`config.mk`:
```
export PLATFORM = sky130hd
export DESIGN_NAME = page_addr_gen
export DESIGN_NICKNAME = d
export VERILOG_FILES = /design/src/rtl/pag_pkg.sv /design/src/rtl/pag_rst_sync.sv /design/src/rtl/pag_page_regs.sv /design/src/rtl/pag_addr_calc.sv /design/src/rtl/pag_vec_calc.sv /design/src/rtl/page_addr_gen.sv
export SDC_FILE = /design/constraint.sdc
export NUM_CORES = 1
export LEC_CHECK = 0
export ABC_CLOCK_PERIOD_IN_PS = 5300
export BUFFER_PORTS_ARGS = -buffer_cell sky130_fd_sc_hd__buf_2
export CAP_MARGIN = 20
export CORE_MARGIN = 5
export CORE_UTILIZATION = 30
export CTS_CLUSTER_DIAMETER = 40
export DETAILED_ROUTE_END_ITERATION = 10
export PLACE_DENSITY_LB_ADDON = 0.2
export SYNTH_ARGS = -nofsm -noshare
export SYNTH_HDL_FRONTEND = slang
export SYNTH_SLANG_ARGS = --single-unit
```
`constraint.sdc`:
```
create_clock -name clk -period 5.3 [get_ports clk]
set_clock_uncertainty 0.1 [all_clocks]
set_input_delay 0.795 -clock clk [delete_from_list [all_inputs] [get_ports clk]]
set_output_delay 0.795 -clock clk [all_outputs]
set_load 0.005 [all_outputs]
```
`src/rtl/pag_pkg.sv`:
```
package pag_pkg;
  typedef enum logic [2:0] {
    AM_ZP   = 3'd0,
    AM_ZPX  = 3'd1,
    AM_PUSH = 3'd2,
    AM_PULL = 3'd3,
    AM_POST = 3'd4,
    AM_PRE  = 3'd5,
    AM_IND  = 3'd6,
    AM_ZPHI = 3'd7
  } amode_t;

  typedef enum logic [1:0] {
    VS_NMI = 2'd0,
    VS_RST = 2'd1,
    VS_IRQ = 2'd2,
    VS_BRK = 2'd3
  } vsel_t;
endpackage

```
`src/rtl/pag_rst_sync.sv`:
```
module pag_rst_sync #(
  parameter int STAGES = 2
) (
  input  logic clk,
  input  logic rst_n,
  output logic rst_s_n
);
  logic [STAGES-1:0] sync_q;

  always_ff @(posedge clk or negedge rst_n) begin
    if (!rst_n) sync_q <= '0;
    else        sync_q <= {sync_q[STAGES-2:0], 1'b1};
  end

  assign rst_s_n = sync_q[STAGES-1];
endmodule

```
`src/rtl/pag_page_regs.sv`:
```
module pag_page_regs #(
  parameter int PW = 8,
  parameter logic [PW-1:0]   DP_INIT  = '0,
  parameter logic [PW-1:0]   SPG_INIT = PW'(1),
  parameter logic [2*PW-1:0] VP_INIT  = {{PW{1'b1}}, {(PW-3){1'b1}}, 3'b010}
) (
  input  logic            clk,
  input  logic            rst_s_n,
  input  logic            soft_rst,
  input  logic            dp_wr,
  input  logic            spg_wr,
  input  logic            vp_wr,
  input  logic [PW-1:0]   x_in,
  input  logic [2*PW-1:0] vp_wdata,
  output logic [PW-1:0]   dp_q,
  output logic [PW-1:0]   spg_q,
  output logic [2*PW-1:0] vp_q
);
  logic [PW-1:0]   dp_d, spg_d;
  logic [2*PW-1:0] vp_d;
  logic            dp_en, spg_en, vp_en;

  always_comb begin
    dp_en  = soft_rst | dp_wr;
    spg_en = soft_rst | spg_wr;
    vp_en  = soft_rst | vp_wr;
    dp_d   = soft_rst ? DP_INIT  : x_in;
    spg_d  = soft_rst ? SPG_INIT : x_in;
    vp_d   = soft_rst ? VP_INIT  : vp_wdata;
  end

  always_ff @(posedge clk or negedge rst_s_n) begin
    if (!rst_s_n) begin
      dp_q  <= DP_INIT;
      spg_q <= SPG_INIT;
      vp_q  <= VP_INIT;
    end else begin
      if (dp_en)  dp_q  <= dp_d;
      if (spg_en) spg_q <= spg_d;
      if (vp_en)  vp_q  <= vp_d;
    end
  end
endmodule

```
`src/rtl/pag_addr_calc.sv`:
```
module pag_addr_calc
  import pag_pkg::*;
#(
  parameter int PW = 8
) (
  input  logic [2:0]      mode,
  input  logic [PW-1:0]   operand,
  input  logic [PW-1:0]   idx_in,
  input  logic [PW-1:0]   sp_in,
  input  logic [PW-1:0]   b_in,
  input  logic [2*PW-1:0] ptr_in,
  input  logic [PW-1:0]   dp_q,
  input  logic [PW-1:0]   spg_q,
  output logic [2*PW-1:0] ea,
  output logic [2*PW-1:0] ptr_wb,
  output logic            ptr_wb_en,
  output logic [PW-1:0]   sp_next
);
  localparam int AW = 2 * PW;
  localparam logic [PW-1:0] ONE_B = PW'(1);

  amode_t          am;
  logic [PW-1:0]   zpx_lo, zhi_lo, pull_lo, push_lo;
  logic [AW-1:0]   b_ext, ptr_post, ptr_pre;

  always_comb begin
    am       = amode_t'(mode);
    zpx_lo   = operand + idx_in;
    zhi_lo   = operand + ONE_B;
    pull_lo  = sp_in + ONE_B;
    push_lo  = sp_in - ONE_B;
    b_ext    = {{PW{1'b0}}, b_in};
    ptr_post = ptr_in + b_ext;
    ptr_pre  = ptr_in - b_ext;

    ea        = {dp_q, operand};
    ptr_wb    = ptr_in;
    ptr_wb_en = 1'b0;
    sp_next   = sp_in;
    case (am)
      AM_ZP:   ea = {dp_q, operand};
      AM_ZPX:  ea = {dp_q, zpx_lo};
      AM_ZPHI: ea = {dp_q, zhi_lo};
      AM_PUSH: begin
        ea      = {spg_q, sp_in};
        sp_next = push_lo;
      end
      AM_PULL: begin
        ea      = {spg_q, pull_lo};
        sp_next = pull_lo;
      end
      AM_POST: begin
        ea        = ptr_in;
        ptr_wb    = ptr_post;
        ptr_wb_en = 1'b1;
      end
      AM_PRE: begin
        ea        = ptr_pre;
        ptr_wb    = ptr_pre;
        ptr_wb_en = 1'b1;
      end
      AM_IND:  ea = ptr_in;
      default: ea = {dp_q, operand};
    endcase
  end
endmodule

```
`src/rtl/pag_vec_calc.sv`:
```
module pag_vec_calc
  import pag_pkg::*;
#(
  parameter int PW = 8,
  parameter int NMI_OFF = 0,
  parameter int RST_OFF = 2,
  parameter int IRQ_OFF = 4
) (
  input  logic [2*PW-1:0] vp_q,
  input  logic [1:0]      vec_sel,
  input  logic            vec_byte,
  output logic [2*PW-1:0] vec_addr
);
  localparam int AW = 2 * PW;

  logic [AW-1:0] off;

  always_comb begin
    case (vsel_t'(vec_sel))
      VS_NMI:  off = AW'(NMI_OFF);
      VS_RST:  off = AW'(RST_OFF);
      default: off = AW'(IRQ_OFF);
    endcase
    vec_addr = vp_q + off + {{(AW-1){1'b0}}, vec_byte};
  end
endmodule

```
`src/rtl/page_addr_gen.sv`:
```
module page_addr_gen #(
  parameter int PW = 8
) (
  input  logic            clk,
  input  logic            rst_n,
  input  logic            soft_rst,
  input  logic            dp_wr,
  input  logic            spg_wr,
  input  logic            vp_wr,
  input  logic [PW-1:0]   x_in,
  input  logic [2*PW-1:0] vp_wdata,
  input  logic [2:0]      mode,
  input  logic [PW-1:0]   operand,
  input  logic [PW-1:0]   idx_in,
  input  logic [PW-1:0]   sp_in,
  input  logic [PW-1:0]   b_in,
  input  logic [2*PW-1:0] ptr_in,
  input  logic [1:0]      vec_sel,
  input  logic            vec_byte,
  input  logic            xfer_sel,
  output logic [2*PW-1:0] ea,
  output logic [2*PW-1:0] ptr_wb,
  output logic            ptr_wb_en,
  output logic [PW-1:0]   sp_next,
  output logic [2*PW-1:0] vec_addr,
  output logic [PW-1:0]   x_out,
  output logic            flag_n,
  output logic            flag_z
);
  logic            rst_s_n;
  logic [PW-1:0]   dp_q, spg_q;
  logic [2*PW-1:0] vp_q;

  pag_rst_sync #(.STAGES(2)) u_sync (
    .clk(clk), .rst_n(rst_n), .rst_s_n(rst_s_n)
  );

  pag_page_regs #(.PW(PW)) u_regs (
    .clk(clk), .rst_s_n(rst_s_n), .soft_rst(soft_rst),
    .dp_wr(dp_wr), .spg_wr(spg_wr), .vp_wr(vp_wr),
    .x_in(x_in), .vp_wdata(vp_wdata),
    .dp_q(dp_q), .spg_q(spg_q), .vp_q(vp_q)
  );

  pag_addr_calc #(.PW(PW)) u_addr (
    .mode(mode), .operand(operand), .idx_in(idx_in), .sp_in(sp_in),
    .b_in(b_in), .ptr_in(ptr_in), .dp_q(dp_q), .spg_q(spg_q),
    .ea(ea), .ptr_wb(ptr_wb), .ptr_wb_en(ptr_wb_en), .sp_next(sp_next)
  );

  pag_vec_calc #(.PW(PW)) u_vec (
    .vp_q(vp_q), .vec_sel(vec_sel), .vec_byte(vec_byte), .vec_addr(vec_addr)
  );

  always_comb begin
    x_out  = xfer_sel ? spg_q : dp_q;
    flag_n = x_out[PW-1];
    flag_z = (x_out == '0);
  end
endmodule

```
### After elaboration in Yosys (flattened, before gate mapping)

Cells that the tools add are included.

* register bits after elaboration: 34
* input bits: 85

* add/sub/neg operators: 8
* equality and inequality tests: 8
* muxes and demuxes: 9
* bitwise logic cells: 3
* reductions and logical operators: 5

Operators with widths (count)
* $pmux 16 s7: 1
* $pmux 16 s2: 1
* $mux 8: 3
* $add 16x1->16: 1
* $add 16x3->16: 1
* $add 16x8->16: 1
* $add 8x1->8 const B: 2
* $mux 16: 1
* $pmux 8 s2: 1
* $sub 16x8->16: 1
* $eq 3x3->1 const B: 4
* $add 8x8->8: 1
* $logic_not 8->1: 1
* $sub 8x1->8 const B: 1
* $eq 3x2->1 const B: 2
* $pmux 3 s2: 1
* $reduce_or 2->1: 2
* $eq 3x1->1 const B: 1
* $logic_not 3->1: 1
* $or 1x1->1: 3
* $eq 2x1->1 const B: 1
* $logic_not 2->1: 1
* $mux 1: 1

### Longest topological paths before layout

Gate-level depths: netlist of run 1.

* depth in word-level cells: 4
* gate-level depth with buffers: 15
* mapped depth without buffers: 13

### Modules after synthesis

A second synthesis of run 1 with hierarchy kept.

* cell total of the unflattened synthesis: 576
* area, all modules: 4559.4 um^2

By module, submodules not included
* pag_addr_calc: times used 1, cells each 408, area each 2636.3 um^2, sequential area each 0.0 um^2
* pag_page_regs: times used 1, cells each 104, area each 1335.0 um^2, sequential area each 819.5 um^2
* pag_vec_calc: times used 1, cells each 43, area each 341.6 um^2, sequential area each 0.0 um^2
* page_addr_gen: times used 1, cells each 18, area each 192.7 um^2, sequential area each 0.0 um^2
* pag_rst_sync: times used 1, cells each 3, area each 53.8 um^2, sequential area each 50.0 um^2

### Worst setup path after synthesis of run 1

Ideal clock, no wire load.

* kind: input -> output
* start: input mode[0]
* end: output ea[6]
* arrival: 2.923 ns
* data required time: 4.405 ns
* path slack: 1.482 ns
* stages: 15
* cell sequence: buf_2 and2_0 clkbuf_1 nand2_1 nand2b_1 ha_1 inv_1 fa_1 nor2b_1 o31a_1 o21a_1 nor2_1 xnor2_1 o211ai_1 o211a_1

* longest elaborated chain between the ends: 3
* elaborated cells on any way between the ends: 10
* classes of those cells: eq/ne: 7; mux: 1; reduce/logical: 2

RTL lines
* start, declared: RTL line page_addr_gen.sv:12 `input logic [2:0] mode,`
* $eq 3x3->1: RTL line pag_addr_calc.sv:40 `case (am)`
* $reduce_or 2->1 (no source line)
* $pmux 16 s7 (*): RTL line pag_addr_calc.sv:40
* end, declared: RTL line page_addr_gen.sv:21 `output logic [2*PW-1:0] ea,`

Every way passes the cells marked *; elsewhere a longest branch is shown, timed or not.

### Worst setup path after layout of run 1

* start: input mode[1]
* end: output ea[6]

The elaborated chain is that of the path after synthesis.

==> results of run 1 <==
## critical path, cell delays in order
cell,delay (ps)
buf_2,330
and2_0,210
nand2_1,200
nand2b_1,160
ha_1,170
inv_1,50
fa_1,400
nor2b_1,180
o31a_1,170
o21a_1,170
nor4_1,60
a31oi_1,160
o2111ai_1,160
o211a_1,170
buf_2,130
## cells in the final DEF (no fill, tap or decap), types with 9 or more instances in the layout
cell type	n
a21oi_1	23
buf_2	151
dfstp_2	15
nor2_1	55
o21ai_0	29
xnor2_1	43
nor2b_1	11
nand3_1	13
mux2_2	9
inv_1	35
dfrtp_1	19
mux2i_1	34
nand2b_1	10
nand2_1	62
ha_1	29
nor3_1	13
xor2_1	11
## power breakdown
group	internal (W)	switching, W	total [W]
clock	0.000186	0.000105	0.000291
combinational	0.000191	0.000239	0.000430
sequential	0.000280	0.0000145	0.000295
## cell usage after synthesis, types with 8 or more instances
library cell / n
a21oi_1: 23
a31oi_1: 8
buf_2: 10
clkbuf_1: 21
dfrtp_1: 19
dfstp_2: 15
ha_1: 29
inv_1: 35
mux2_2: 9
mux2i_1: 34
nand2_1: 62
nand2b_1: 10
nand3_1: 13
nor2_1: 55
nor2b_1: 11
nor3_1: 13
o21ai_0: 29
xnor2_1: 43
xor2_1: 11
## kinds of logic after synthesis
logic type	Yosys count
other cells	1
flops	34
mux	43
simple gates	201
xor+xnor	54
buf+inv	71
fa+ha+maj	33
compound gates	131
## stage by stage
| stage | instance area (um2) | total power [W] | hold WS (ps) |
|---|---|---|---|
| after floorplan | 4390 | 0.000572 | 231 |
| after global placement | 5250 | 0.000725 | -91.2 |
| after detailed placement | 5250 | 0.000729 | -84.3 |
| after CTS | 5410 | 0.00103 | 189 |
| after global routing | 5410 | 0.00109 | 185 |
| final | 5410 | 0.00102 | 183 |
## layer usage
layer | GRT usage | up-vias | routed length [um]
li1 | - | 2246 | -
met1 | 0.225 | 2159 | 6550
met2 | 0.266 | 175 | 6590
met3 | 0.0215 | 15 | 957
met4 | 0.0315 | 0 | 165
met5 | 0 | - | 0
## sequential cells by signal (all words and copies together) (netlist names)
| register | cells |
|---|---|
| u_regs.dp_q | 8 |
| u_regs.spg_q | 8 |
| u_regs.vp_q | 16 |
| u_sync.sync_q | 2 |
## area by class of cell
type,count,share of cell area
Tap cell,184,0.0426
Timing Repair Buffer,155,0.146
Clock inverter,2,0.00231
Clock buffer,6,0.0257
Multi-Input combinational cell,463,0.599
Inverter,35,0.0243
Sequential cell,34,0.161
## path summary, 6_finish.rpt
kind,depth (start not counted),endpoint
worst max-delay path,15,ea[6]
worst min-delay path,1,u_regs.vp_q[2]$_DFFE_PN0P_
worst max register to register,2,u_regs.vp_q[6]$_DFFE_PN1P_
min in group clk,0,u_sync.sync_q[1]$_DFF_PN0_
max in group asynchronous,1,u_regs.vp_q[0]$_DFFE_PN0P_
worst min register to register,1,u_regs.vp_q[2]$_DFFE_PN0P_
## timing repair
item / in CTS / in global routing
gates resized for setup: 0 / 0
hold buffers: 1 / 0
endpoints found under the hold margin: 1 / 0
==> results.json, run 1 <==
{
  "ys_types": 67,
  "synth_compound_area_frac": 0.208,
  "root_buffer": "clkbuf_16",
  "synth_top_family_by_area": "simple AND/OR/NAND/NOR gates",
  "vias": 4595,
  "r2r_slack_ps": 4330,
  "fill_cells": 1518,
  "fin_crit_sh": 0.835,
  "dieWidth_um": 131,
  "synth-edff-count": 0,
  "crit_path_max_fanout": 23,
  "drt_iter0_drc": 274,
  "muxShareOfSynthArea": 0.101,
  "post-cts-setup-buffers": 0,
  "reg2reg_from": "u_regs.vp_q[6]$_DFFE_PN1P_",
  "grt.total_usage": 0.161,
  "critPathLaunch": "mode[1]",
  "initial_core_util": 0.304,
  "cts_max_path_buffers": 2,
  "ios": 152,
  "grt_pass1_vias": 4580,
  "grt_max_degree": 34,
  "ys.flop_type": "dfrtp_1",
  "netlist_instances": 568,
  "num_rows": 44,
  "setup-violations-final": 0,
  "min_path_type": "flip-flop to asynchronous set/reset pin",
  "diodes": 0,
  "synthAdderAreaFrac": 0.101,
  "cts_tree": "done",
  "drive_gt1_frac": 0.279,
  "cts_max_level": 2,
  "regArea_um2": 870,
  "clkSlewWorstSetupHoldPaths_ps": 50,
  "drv_cap": 0,
  "power.leakage_nw": 2.57,
  "grt_pass1_wl_mm": 22.6,
  "ant_nets": 0,
  "finalCriticalPeriod_ps": 4420,
  "max-slew-margin-rel": 0.422,
  "numCtsBuffers": 5,
  "async_flop_share": 1.00,
  "ys_warn_count": 0,
  "required_ps": 4410,
  "antenna_found_initial": 0,
  "dp_hpwl_mm": 11.6,
  "final_cells": 879,
  "peakVddDrop_uv": 123,
  "wl_per_cell_um": 16.2,
  "worst_slew_pin_slew_ps": 866,
  "grt.overflow.total": 0,
  "end_kind": "primary output",
  "place.port_buffers": 151,
  "syn_area_per_cell_um2": 7.73,
  "ys_ff_latch": 34,
  "arrival_ps": 3530,
  "firstDrtPassIters": 5,
  "drt-total-wl_mm": 14.3,
  "multi_input_comb_area_mm2": 0.00324,
  "utilization": 0.375,
  "insertion_delay_ps": 270,
  "fin_nets": 812,
  "viasPerCell": 5.23,
  "maxSlewViolCount": 0,
  "hold_viol": 0,
  "dp_slack_ps": 889,
  "die_y_um": 131,
  "p_per_area_mw_per_mm2": 188,
  "drc": 0,
  "yosysSeqAreaShare": 0.198,
  "area_growth_pct": 23.2,
  "synth_top_area_cell": "dfrtp_1",
  "syn_area_mm2": 0.00439,
  "gp_congestion": 0.891,
  "status": "finished, final reports clean",
  "synth_top_area_share": 0.108,
  "yosys.area_share.simple": 0.220,
  "synth_area_leaders": "dfrtp_1 (11%), dfstp_2 (9.0%), xnor2_1 (8.6%), ha_1 (8.3%), mux2i_1 (7.8%)",
  "critical_path_class": "primary input to primary output",
  "synthXorXnorAreaFrac": 0.108,
  "cts_sinks": 34,
  "coreArea_mm2": 0.0144,
  "setup_ws_ps": 876,
  "rsz0062_at_grt": "false",
  "die-area_mm2": 0.0172,
  "tns_ps": 0,
  "cp-start-kind": "primary input",
  "fmax_mhz": 226,
  "placedCellCount": 870,
  "syn-num-nets": 686
}
Power figures use the tool's default switching activity.
==> run 2: changes to the inputs <==
--- a/config.mk
+++ b/config.mk
@@ -5,7 +5,7 @@
 export SDC_FILE = /design/constraint.sdc
 export NUM_CORES = 1
 export LEC_CHECK = 0
-export ABC_CLOCK_PERIOD_IN_PS = 5300
+export ABC_CLOCK_PERIOD_IN_PS = 4580
 export BUFFER_PORTS_ARGS = -buffer_cell sky130_fd_sc_hd__buf_2
 export CAP_MARGIN = 20
 export CORE_MARGIN = 5
==> constraint.sdc (replaced) <==
create_clock -name clk -period 4.58 [get_ports clk]
set_clock_uncertainty 0.1 [all_clocks]
set_input_delay 0.687 -clock clk [delete_from_list [all_inputs] [get_ports clk]]
set_output_delay 0.687 -clock clk [all_outputs]
set_load 0.005 [all_outputs]
==> results.json, run 2 (synthesis results as in run 1) <==
{
  "status": "finished, final reports clean",
  "layout_common_cells": "buf_2 (151), nand2_1 (62), nor2_1 (55)",
  "crit_path_max_fanout": 9,
  "max-slew-margin-rel": 0.443,
  "timing.hold.ws_ps": 86.7,
  "maxSlewViolCount": 0,
  "crit_top_cell": "buf_2",
  "dp_hpwl_mm": 11.7,
  "grt_pass1_wl_mm": 22.7,
  "swShare": 0.328,
  "critical_path_class": "primary input to primary output",
  "cts_max_path_buffers": 2,
  "cts_sinks": 34,
  "arrival_ps": 3110,
  "required_ps": 3790,
  "antenna_found_initial": 0,
  "root_buffer": "clkbuf_16",
  "combPwrFrac": 0.388,
  "ctsResizeCount": 0,
  "vias": 4559,
  "reg2reg_from": "u_sync.sync_q[1]$_DFF_PN0_",
  "cp-start-kind": "primary input",
  "fin_nets": 814,
  "cts_tree": "done",
  "critPathLaunch": "mode[0]",
  "tns_ps": 0,
  "largest_register_ffs": 16,
  "cpPeakStageDelay_ps": 400,
  "seq_power_share": 0.269,
  "place.port_buffers": 151,
  "viasPerCell": 5.17,
  "numCtsBuffers": 5,
  "drv_cap": 0,
  "fin_crit_sh": 0.850,
  "grt.overflow.total": 0,
  "clkPwrFrac": 0.344,
  "gp_congestion": 0.894,
  "cts_max_level": 2,
  "largest_registers": "u_regs.vp_q x16, u_regs.dp_q x8, u_regs.spg_q x8",
  "grt_pass1_vias": 4636,
  "finalCriticalPeriod_ps": 3890,
  "grt_max_degree": 34,
  "peakVddDrop_uv": 210,
  "p_per_area_mw_per_mm2": 234,
  "ctsHoldBuffers": 0,
  "min_path_type": "primary input to asynchronous set/reset pin",
  "initial_core_util": 0.304,
  "dieWidth_um": 131,
  "largest-register": "u_regs.vp_q",
  "post-cts-setup-buffers": 0,
  "clkSlewWorstSetupHoldPaths_ps": 50,
  "grt.total_usage": 0.161,
  "hold_viol": 0,
  "ios": 152,
  "drt_iter0_drc": 284,
  "crit_chain": "buf_2, and2_0, nand2_1, nand2b_1, ha_1, inv_1, fa_1, nor2b_1, o31a_1, o21a_1, nor2_1, xnor2_1, o211ai_1, o211a_1, buf_2",
  "ant_nets": 0,
  "die_y_um": 131,
  "drt-total-wl_mm": 14.2,
  "critPathSlowestCell": "fa_1",
  "wl_per_cell_um": 16.1,
  "drive_gt1_frac": 0.283,
  "worst_slew_pin_slew_ps": 835,
  "final_common_cell": "buf_2",
  "diodes": 0,
  "coreArea_mm2": 0.0144,
  "drc": 0,
  "total_power_w": 0.00128,
  "dp_slack_ps": 692,
  "area_growth_pct": 24.5,
  "end_kind": "primary output",
  "power.leakage_nw": 2.60,
  "firstDrtPassIters": 5,
  "switchingPower_w": 0.000420,
  "insertion_delay_ps": 270,
  "power.internal_w": 0.000859,
  "setup-violations-final": 0,
  "num_rows": 44,
  "rsz0062_at_grt": "false",
  "setup_ws_ps": 688,
  "fmax_mhz": 257,
  "die-area_mm2": 0.0172
}
==> run 2: cell count changes in the layout (fill, tap and decap cells not counted), sizes merged <==
cell | before | now
buf | 154 | 157
bufinv | 0 | 2
clkbuf | 6 | 5
clkinvlp | 1 | 0
dlygate4sd3 | 1 | 0
==> run 2: final timing paths <==
check | depth (start not counted) | slack, ps | end
setup / recovery | 15 | 690 | ea[6]
hold / removal | 1 | 90 | u_sync.sync_q[0]$_DFF_PN0_
setup reg to reg | 1 | 3520 | u_regs.vp_q[4]$_DFFE_PN1P_
hold reg to reg | 0 | 130 | u_regs.dp_q[5]$_DFFE_PN0P_
max in group asynchronous | 1 | 3520 | u_regs.vp_q[4]$_DFFE_PN1P_
min in group clk | 0 | 250 | u_sync.sync_q[1]$_DFF_PN0_
==> run 2: metrics by stage <==
step                      cells  instance area [um2]  utilization
after floorplan             568                 4390            -
after global placement      873                 5270        0.365
after detailed placement    873                 5270        0.365
after CTS                   881                 5460        0.379
after global routing        881                 5460        0.379
final                       881                 5460        0.379
==> run 2: worst max-delay path: cells and delay by family <==
family / cells / cell delay, ps
AOI/OAI and AO/OA: 4 / 690
xor gates and xnor gates: 1 / 120
adders and majority gates: 2 / 570
buffers and inverters: 3 / 290
and+or+nand+nor: 5 / 740
==> run 2: metal layers <==
metal,vias to the layer above,part of all wire,global-route usage
met1,2134,0.46,0.226
met5,-,0,0
li1,2255,-,-
met3,18,0.071,0.0244
met4,0,0.013,0.0345
met2,152,0.46,0.263
==> run 2: final cells by class <==
cell class                      count  area, um2
Tap cell                          184        230
Fill cell                        1527       8960
Timing Repair Buffer              157        801
Inverter                           35        131
Sequential cell                    34        870
Clock inverter                      3       68.8
Clock buffer                        5        125
Multi-Input combinational cell    463       3240
==> run 2: power by group through the flow <==
stage	combinational [W]	sequential [W]	clock, W
6_report	0.000496	0.000344	0.000440
5_1_grt	0.000554	0.000347	0.000467
4_1_cts	0.000499	0.000344	0.000447
3_5_place_dp	0.000496	0.000349	0
3_3_place_gp	0.000492	0.000348	0
2_1_floorplan	0.000318	0.000343	0
